**src/rtl/osg_pkg.sv**
```systemverilog
`timescale 1ns/1ps
package osg_pkg;

    typedef enum logic [1:0] {
        ADDR_CTRL  = 2'd0,
        ADDR_LIMIT = 2'd1,
        ADDR_IRQ   = 2'd2
    } reg_addr_e;

    // CTRL bit positions
    localparam int unsigned CTRL_EN_LO   = 0;
    localparam int unsigned CTRL_ONCHIP  = 2;
    localparam int unsigned CTRL_STOPPED = 3;
    localparam int unsigned CTRL_HS      = 4;
    localparam int unsigned CTRL_LSO_OFF = 5;
    localparam int unsigned CTRL_BITS    = 6;

    // IRQ register bit positions
    localparam int unsigned IRQ_OSC  = 0;
    localparam int unsigned IRQ_WDT  = 1;
    localparam int unsigned IRQ_VMON = 2;
    localparam int unsigned IRQ_BITS = 3;

    localparam logic [1:0] DET_ON = 2'b11;

    typedef struct packed {
        logic [1:0] en;
        logic       onchip;
        logic       stopped;
        logic       hs;
        logic       lso_off;
    } ctrl_t;

endpackage

```
**src/rtl/osg_sync.sv**
```systemverilog
`timescale 1ns/1ps
module osg_sync #(
    parameter int unsigned STAGES = 2
) (
    input  logic clk,
    input  logic rst_n,
    input  logic async_i,
    output logic rise_o
);
    localparam int unsigned LAST = STAGES - 1;

    typedef struct packed {
        logic [STAGES-1:0] chain;
        logic              prev;
    } sync_state_t;

    sync_state_t st_d, st_q;

    always_comb begin
        st_d       = st_q;
        st_d.chain = {st_q.chain[STAGES-2:0], async_i};
        st_d.prev  = st_q.chain[LAST];
    end

    always_ff @(posedge clk or negedge rst_n) begin
        if (!rst_n) st_q <= '0;
        else        st_q <= st_d;
    end

    assign rise_o = st_q.chain[LAST] & ~st_q.prev;

    initial begin
        AST_SYNC_DEPTH: assert (STAGES >= 2);
    end

    // A rise pulse lasts one cycle: the next cycle's prev equals this cycle's last stage
    AST_RISE_SINGLE: assert property (@(posedge clk) disable iff (!rst_n)
        rise_o |=> !rise_o);

endmodule

```
**src/rtl/osg_timer.sv**
```systemverilog
`timescale 1ns/1ps
module osg_timer #(
    parameter int unsigned CNT_W = 8
) (
    input  logic             clk,
    input  logic             rst_n,
    input  logic             armed_i,
    input  logic             rise_i,
    input  logic [CNT_W-1:0] limit_i,
    output logic             expire_o
);
    localparam logic [CNT_W-1:0] CNT_MAX = '1;

    typedef struct packed {
        logic [CNT_W-1:0] cnt;
    } tmr_state_t;

    tmr_state_t st_d, st_q;
    logic [CNT_W:0] elapsed_ext;
    logic           window_done;

    always_comb begin
        elapsed_ext = {1'b0, st_q.cnt} + {{CNT_W{1'b0}}, 1'b1};
        window_done = (elapsed_ext >= {1'b0, limit_i});
        expire_o    = armed_i && !rise_i && window_done;

        st_d = st_q;
        if (!armed_i || rise_i) begin
            st_d.cnt = '0;
        end else if (st_q.cnt != CNT_MAX) begin
            st_d.cnt = st_q.cnt + 1'b1;
        end
    end

    always_ff @(posedge clk or negedge rst_n) begin
        if (!rst_n) st_q <= '0;
        else        st_q <= st_d;
    end

    AST_RISE_RESTARTS: assert property (@(posedge clk) disable iff (!rst_n)
        rise_i |=> (st_q.cnt == '0));

    AST_IDLE_CLEARS: assert property (@(posedge clk) disable iff (!rst_n)
        !armed_i |=> (st_q.cnt == '0));

endmodule

```
**src/rtl/osg_regs.sv**
```systemverilog
`timescale 1ns/1ps
module osg_regs
    import osg_pkg::*;
#(
    parameter int unsigned CNT_W   = 8,
    parameter int unsigned CNT_DEF = 8,
    parameter int unsigned DATA_W  = 8
) (
    input  logic              clk,
    input  logic              rst_n,
    input  logic              wr_i,
    input  logic [1:0]        addr_i,
    input  logic [DATA_W-1:0] wdata_i,
    output logic [DATA_W-1:0] rdata_o,
    input  logic              expire_i,
    input  logic              wdt_flag_i,
    input  logic              vmon_flag_i,
    output logic              armed_o,
    output logic [CNT_W-1:0]  limit_o,
    output logic              onchip_o,
    output logic              hs_o,
    output logic              lso_off_o,
    output logic              irq_o
);
    typedef struct packed {
        ctrl_t            ctrl;
        logic [CNT_W-1:0] limit;
        logic             osc_irq;
    } reg_state_t;

    localparam reg_state_t RST_VAL = '{
        ctrl:    '{en: 2'b00, onchip: 1'b0, stopped: 1'b0, hs: 1'b0, lso_off: 1'b1},
        limit:   CNT_W'(CNT_DEF),
        osc_irq: 1'b0
    };

    reg_state_t st_d, st_q;
    reg_addr_e  addr_e;
    logic       ctrl_wr, limit_wr, irq_wr;
    logic       wdata_unused;

    assign addr_e       = reg_addr_e'(addr_i);
    assign ctrl_wr      = wr_i && (addr_e == ADDR_CTRL);
    assign limit_wr     = wr_i && (addr_e == ADDR_LIMIT);
    assign irq_wr       = wr_i && (addr_e == ADDR_IRQ);
    assign wdata_unused = ^wdata_i;

    always_comb begin
        st_d = st_q;

        if (ctrl_wr) begin
            st_d.ctrl.en      = wdata_i[CTRL_EN_LO +: 2];
            st_d.ctrl.onchip  = wdata_i[CTRL_ONCHIP];
            st_d.ctrl.hs      = wdata_i[CTRL_HS];
            st_d.ctrl.lso_off = wdata_i[CTRL_LSO_OFF];
            if (!wdata_i[CTRL_STOPPED]) st_d.ctrl.stopped = 1'b0;
        end
        if (limit_wr) begin
            st_d.limit = wdata_i[CNT_W-1:0];
        end
        if (irq_wr && !wdata_i[IRQ_OSC]) begin
            st_d.osc_irq = 1'b0;
        end

        // detection has priority over a write in the same cycle
        if (expire_i) begin
            st_d.ctrl.onchip  = 1'b1;
            st_d.ctrl.stopped = 1'b1;
            st_d.ctrl.lso_off = 1'b0;
            st_d.osc_irq      = 1'b1;
        end
    end

    always_ff @(posedge clk or negedge rst_n) begin
        if (!rst_n) st_q <= RST_VAL;
        else        st_q <= st_d;
    end

    always_comb begin
        rdata_o = '0;
        unique case (addr_e)
            ADDR_CTRL:  rdata_o = DATA_W'({st_q.ctrl.lso_off, st_q.ctrl.hs, st_q.ctrl.stopped,
                                           st_q.ctrl.onchip, st_q.ctrl.en});
            ADDR_LIMIT: rdata_o = DATA_W'(st_q.limit);
            ADDR_IRQ:   rdata_o = DATA_W'({vmon_flag_i, wdt_flag_i, st_q.osc_irq});
            default:    rdata_o = '0;
        endcase
    end

    assign armed_o   = (st_q.ctrl.en == DET_ON) && !st_q.ctrl.onchip;
    assign limit_o   = st_q.limit;
    assign onchip_o  = st_q.ctrl.onchip;
    assign hs_o      = st_q.ctrl.hs;
    assign lso_off_o = st_q.ctrl.lso_off;
    assign irq_o     = st_q.osc_irq | wdt_flag_i | vmon_flag_i;

    initial begin
        AST_WIDTH_FIT: assert (DATA_W >= CTRL_BITS && DATA_W >= CNT_W && DATA_W >= IRQ_BITS);
    end

    AST_DISABLED_QUIET: assert property (@(posedge clk) disable iff (!rst_n)
        (st_q.ctrl.en != DET_ON) |-> !expire_i);

    AST_FAILOVER_SELECT: assert property (@(posedge clk) disable iff (!rst_n)
        expire_i |=> st_q.ctrl.onchip);

    AST_FAILOVER_FLAGS: assert property (@(posedge clk) disable iff (!rst_n)
        expire_i |=> (st_q.ctrl.stopped && !st_q.ctrl.lso_off && st_q.osc_irq));

    AST_NO_SELF_RETURN: assert property (@(posedge clk) disable iff (!rst_n)
        (st_q.ctrl.onchip && !ctrl_wr) |=> st_q.ctrl.onchip);

    AST_STOP_STICKY: assert property (@(posedge clk) disable iff (!rst_n)
        (st_q.ctrl.stopped && !(ctrl_wr && !wdata_i[CTRL_STOPPED])) |=> st_q.ctrl.stopped);

    AST_OSC_FLAG_STICKY: assert property (@(posedge clk) disable iff (!rst_n)
        (st_q.osc_irq && !(irq_wr && !wdata_i[IRQ_OSC])) |=> st_q.osc_irq);

    AST_ONCHIP_QUIET: assert property (@(posedge clk) disable iff (!rst_n)
        st_q.ctrl.onchip |-> !expire_i);

endmodule

```
**src/rtl/osc_fail_guard.sv**
```systemverilog
`timescale 1ns/1ps
module osc_fail_guard #(
    parameter int unsigned SYNC_STAGES = 2,
    parameter int unsigned CNT_W       = 8,
    parameter int unsigned CNT_DEF     = 8,
    parameter int unsigned DATA_W      = 8
) (
    input  logic              clk_ref,
    input  logic              rst_n,
    input  logic              main_clk,
    input  logic              reg_wr,
    input  logic [1:0]        reg_addr,
    input  logic [DATA_W-1:0] reg_wdata,
    output logic [DATA_W-1:0] reg_rdata,
    input  logic              wdt_flag,
    input  logic              vmon_flag,
    output logic              clk_sel_onchip,
    output logic              onchip_hs,
    output logic              lso_off,
    output logic              irq
);
    logic             main_rise;
    logic             armed;
    logic             expire;
    logic [CNT_W-1:0] limit;

    osg_sync #(.STAGES(SYNC_STAGES)) u_sync (
        .clk     (clk_ref),
        .rst_n   (rst_n),
        .async_i (main_clk),
        .rise_o  (main_rise)
    );

    osg_timer #(.CNT_W(CNT_W)) u_timer (
        .clk      (clk_ref),
        .rst_n    (rst_n),
        .armed_i  (armed),
        .rise_i   (main_rise),
        .limit_i  (limit),
        .expire_o (expire)
    );

    osg_regs #(.CNT_W(CNT_W), .CNT_DEF(CNT_DEF), .DATA_W(DATA_W)) u_regs (
        .clk         (clk_ref),
        .rst_n       (rst_n),
        .wr_i        (reg_wr),
        .addr_i      (reg_addr),
        .wdata_i     (reg_wdata),
        .rdata_o     (reg_rdata),
        .expire_i    (expire),
        .wdt_flag_i  (wdt_flag),
        .vmon_flag_i (vmon_flag),
        .armed_o     (armed),
        .limit_o     (limit),
        .onchip_o    (clk_sel_onchip),
        .hs_o        (onchip_hs),
        .lso_off_o   (lso_off),
        .irq_o       (irq)
    );

    // Failover and the low-speed run control move together
    AST_SELECT_WITH_LSO: assert property (@(posedge clk_ref) disable iff (!rst_n)
        $rose(clk_sel_onchip) && !$past(reg_wr) |-> !lso_off);

endmodule

```
**config.mk**
```make
export PLATFORM = sky130hd
export DESIGN_NAME = osc_fail_guard
export DESIGN_NICKNAME = d
export VERILOG_FILES = /design/src/rtl/osg_pkg.sv /design/src/rtl/osg_sync.sv /design/src/rtl/osg_timer.sv /design/src/rtl/osg_regs.sv /design/src/rtl/osc_fail_guard.sv
export SDC_FILE = /design/constraint.sdc
export NUM_CORES = 1
export LEC_CHECK = 0
export BUFFER_PORTS_ARGS = -buffer_cell sky130_fd_sc_hd__buf_2
export CAP_MARGIN = 20
export CORE_MARGIN = 2
export CORE_UTILIZATION = 55
export CTS_CLUSTER_SIZE = 28
export DETAILED_ROUTE_END_ITERATION = 6
export PLACE_DENSITY = 0.79
export SLEW_MARGIN = 20
export SYNTH_ARGS = -nofsm -noshare
export SYNTH_HDL_FRONTEND = slang
export SYNTH_SLANG_ARGS = --single-unit
```
**constraint.sdc**
```tcl
create_clock -name clk_ref -period 6.35 [get_ports clk_ref]
set_input_delay 0.3175 -clock clk_ref [delete_from_list [all_inputs] [get_ports clk_ref]]
set_output_delay 0.3175 -clock clk_ref [all_outputs]
set_load 0.01 [all_outputs]
```
==> metrics.txt <==
H-tree lvl count=1; Max-slew headroom=62.3%; gr usage total=19.6%; Gate Count Post-Synth=138; Die Area=0.00313 sq mm; first-pass GRT wire length=4.85 mm; largest net degree at the start of global routing=27; DR vias=1096; crit-path most repeated cell=ha_1; Final Cycle Share=41.5%; Critical Path Fanout Max=5; clock sinks=26; Antenna Violating Nets Remaining=0; Synth area leader=dfrtp_1; Peak VDD IR=202 uV; synthesis-to-layout area growth=14.3%; post-DR vias/cell=5.54; PD cells=232 mW/mm^2; Starting Density=58.9%; CTS buffer count=3; # IOs=28; Max Slew Vio Count=0; clk_skew=0.00988 ns; clk root buf=clkbuf_4; Post-Syn Area=0.00149 sq mm; slowest cell delay on critical path=0.46 ns; Initial DRT Pass Iterations=5; CP Class=register to register; n_diodes=0; synth top area cells=dfrtp_1 (40%), mux2_2 (8.3%), ha_1 (7.6%); LEAKAGE=0.906 nW; Worst Hold Class=input port to register; nets=194; CTS tree=done; Worst Path Buf+Inv=1; Worst Path Arrival=2.84 ns; critical path, cell by cell=ha_1 -> and3_1 -> nand3_1 -> xor2_1 -> inv_1 -> ha_1 -> a21o_1 -> a221oi_2 -> a21oi_1 -> or3_1; outcome=finished clean; Async SR Flop Fraction=100%; CP Data Required Time=6.55 ns; placed cell area=0.00164 sq mm; Post-CTS Resized=0; Core Region=0.00252 sq mm; Die Y=56.0 microns; vias in the first global route=1086; Wirelength per Cell=14.2 microns; setup_tns=0 ns; fraction of layout cells with a size suffix above 1=31.0%; top_reg_cell synth=dfrtp_1; CP Capture Type=register; initial DRC count=30; Yosys warnings=0; grt ovf=0; setup repair bufs after CTS=0; Post-synth EDFFs=0; Total Routed Length=2.82 mm; FF-to-FF setup slack=3.71 ns; sequential cell area fraction in the yosys report=43.9%; row count=18; CTS max path bufs=2; CP top delay family=simple AND/OR/NAND/NOR gates; most common cell after layout, fill and taps aside=buf_2; Avg Cell Area, Syn=10.8 sq um; Finish-stage setup viols=0; commonest non-fill, non-tap cells in the layout=buf_2 (27), dfrtp_1 (24), inv_1 (14), mux2_2 (11), a21oi_1 (11); Synth top area share=40.4%; maxcap violations=0; Synth Register Bits=26; Port Buffers=27; synth unique cells=35; critical path startpoint category=register; RSZ-0062 raised after global routing=no; clock slew at reported path FFs=0.14 ns; Least-Margin Pin Slew=0.566 ns; antenna violations before repair=0; fmax=379 MHz; cell area after layout=0.00170 sq mm; Detail Placement HPWL=2.23 mm; Syn Nets=163; final std cells w/o fill=198; minimum clock period=2.64 ns; CP max-delay cell=dfrtp_1; global placement routability congestion=0.770; DRC Markers=0; later-pin clock latency in the skew report=0.32 ns; Die W=56.0 microns; final hold violations=0; cts hold-fix bufs=1; Placed Cells=193
## synthesized netlist by cell type (2+ instances only)
master    n
and2_1    3
and3_1    4
dfstp_2   2
nor2_1    8
o21ai_0   4
inv_1    14
nor3_1    3
dfrtp_1  24
o31a_1    2
xor2_1    4
nand2_1   5
xnor2_1   3
a21oi_1  11
mux2i_1   8
ha_1      9
mux2_2   11
or3_1     2
nand3_1   2
buf_6     2
a21o_1    2
## cell type report
cell class / count / area, sq um
clock buffer: 3 / 22.5
clock inverter: 1 / 30.0
fill: 214 / 823
inverter: 14 / 52.6
multi-input combinational: 96 / 758
sequential: 26 / 653
tap: 30 / 37.5
timing repair buffer: 28 / 145
## stage by stage
stage               setup WS [ns]  power, mW  util, %  hold WS [ns]
global route                 3.51      0.417     67.4        0.0714
global placement             3.81      0.282     64.9         0.332
CTS                          3.71      0.399     67.4        0.0794
detailed placement           3.73      0.286     64.9         0.339
floorplan                    3.87      0.255        -        0.0219
finish                       3.71      0.394     67.4        0.0905
## cell families (layout without fill, tap and decap cells)
family	Yosys count	after routing	share of synthesized area [%]
AO/OA/AOI/OAI	20	20	8.25
flip-flops	26	26	43.9
buffers and inverters	16	46	5.05
adder cells (fa/ha/maj)	9	9	7.58
multiplexers	20	20	14.7
XOR/XNOR	7	7	4.12
AND/OR/NAND/NOR	40	40	16.3
## worst paths after layout
path                                              from                             to  cells past startpoint
max                        u_timer.st_q[0]$_DFFE_PN0P_    u_regs.onchip_o$_DFFE_PN0P_                     10
min                                           main_clk       u_sync.st_d[2]$_DFF_PN0_                      1
max reg2reg                u_timer.st_q[0]$_DFFE_PN0P_    u_regs.onchip_o$_DFFE_PN0P_                     10
min reg2reg                   u_sync.st_d[2]$_DFF_PN0_       u_sync.st_d[0]$_DFF_PN0_                      0
max in group asynchronous                        rst_n   u_regs.lso_off_o$_DFFE_PN1P_                      2
min in group asynchronous                        rst_n  u_regs.limit_o[6]$_DFFE_PN0P_                      2
## registers in the layout (all words and copies together), names as in the netlist
| name | count |
|---|---|
| u_timer.st_q | 8 |
| u_regs.limit_o | 8 |
| u_regs.hs_o | 1 |
| u_sync.st_d | 2 |
| u_regs.st_q | 4 |
| u_regs.onchip_o | 1 |
| u_regs.lso_off_o | 1 |
| u_sync.st_q | 1 |
## metal layers
metal  GRT usage, %  up-vias  share of wire (%)
met5              0        -                  0
met4           5.10        0               0.71
met3           2.09        4                3.2
met2           33.6       26                 50
met1           26.5      527                 46
li1               -      539                  -
## power breakdown
part	switching, mW	internal, mW
Combinational	0.0408	0.0410
Sequential	0.0161	0.185
Clock	0.0469	0.0638
Power figures use the tool's default switching activity.
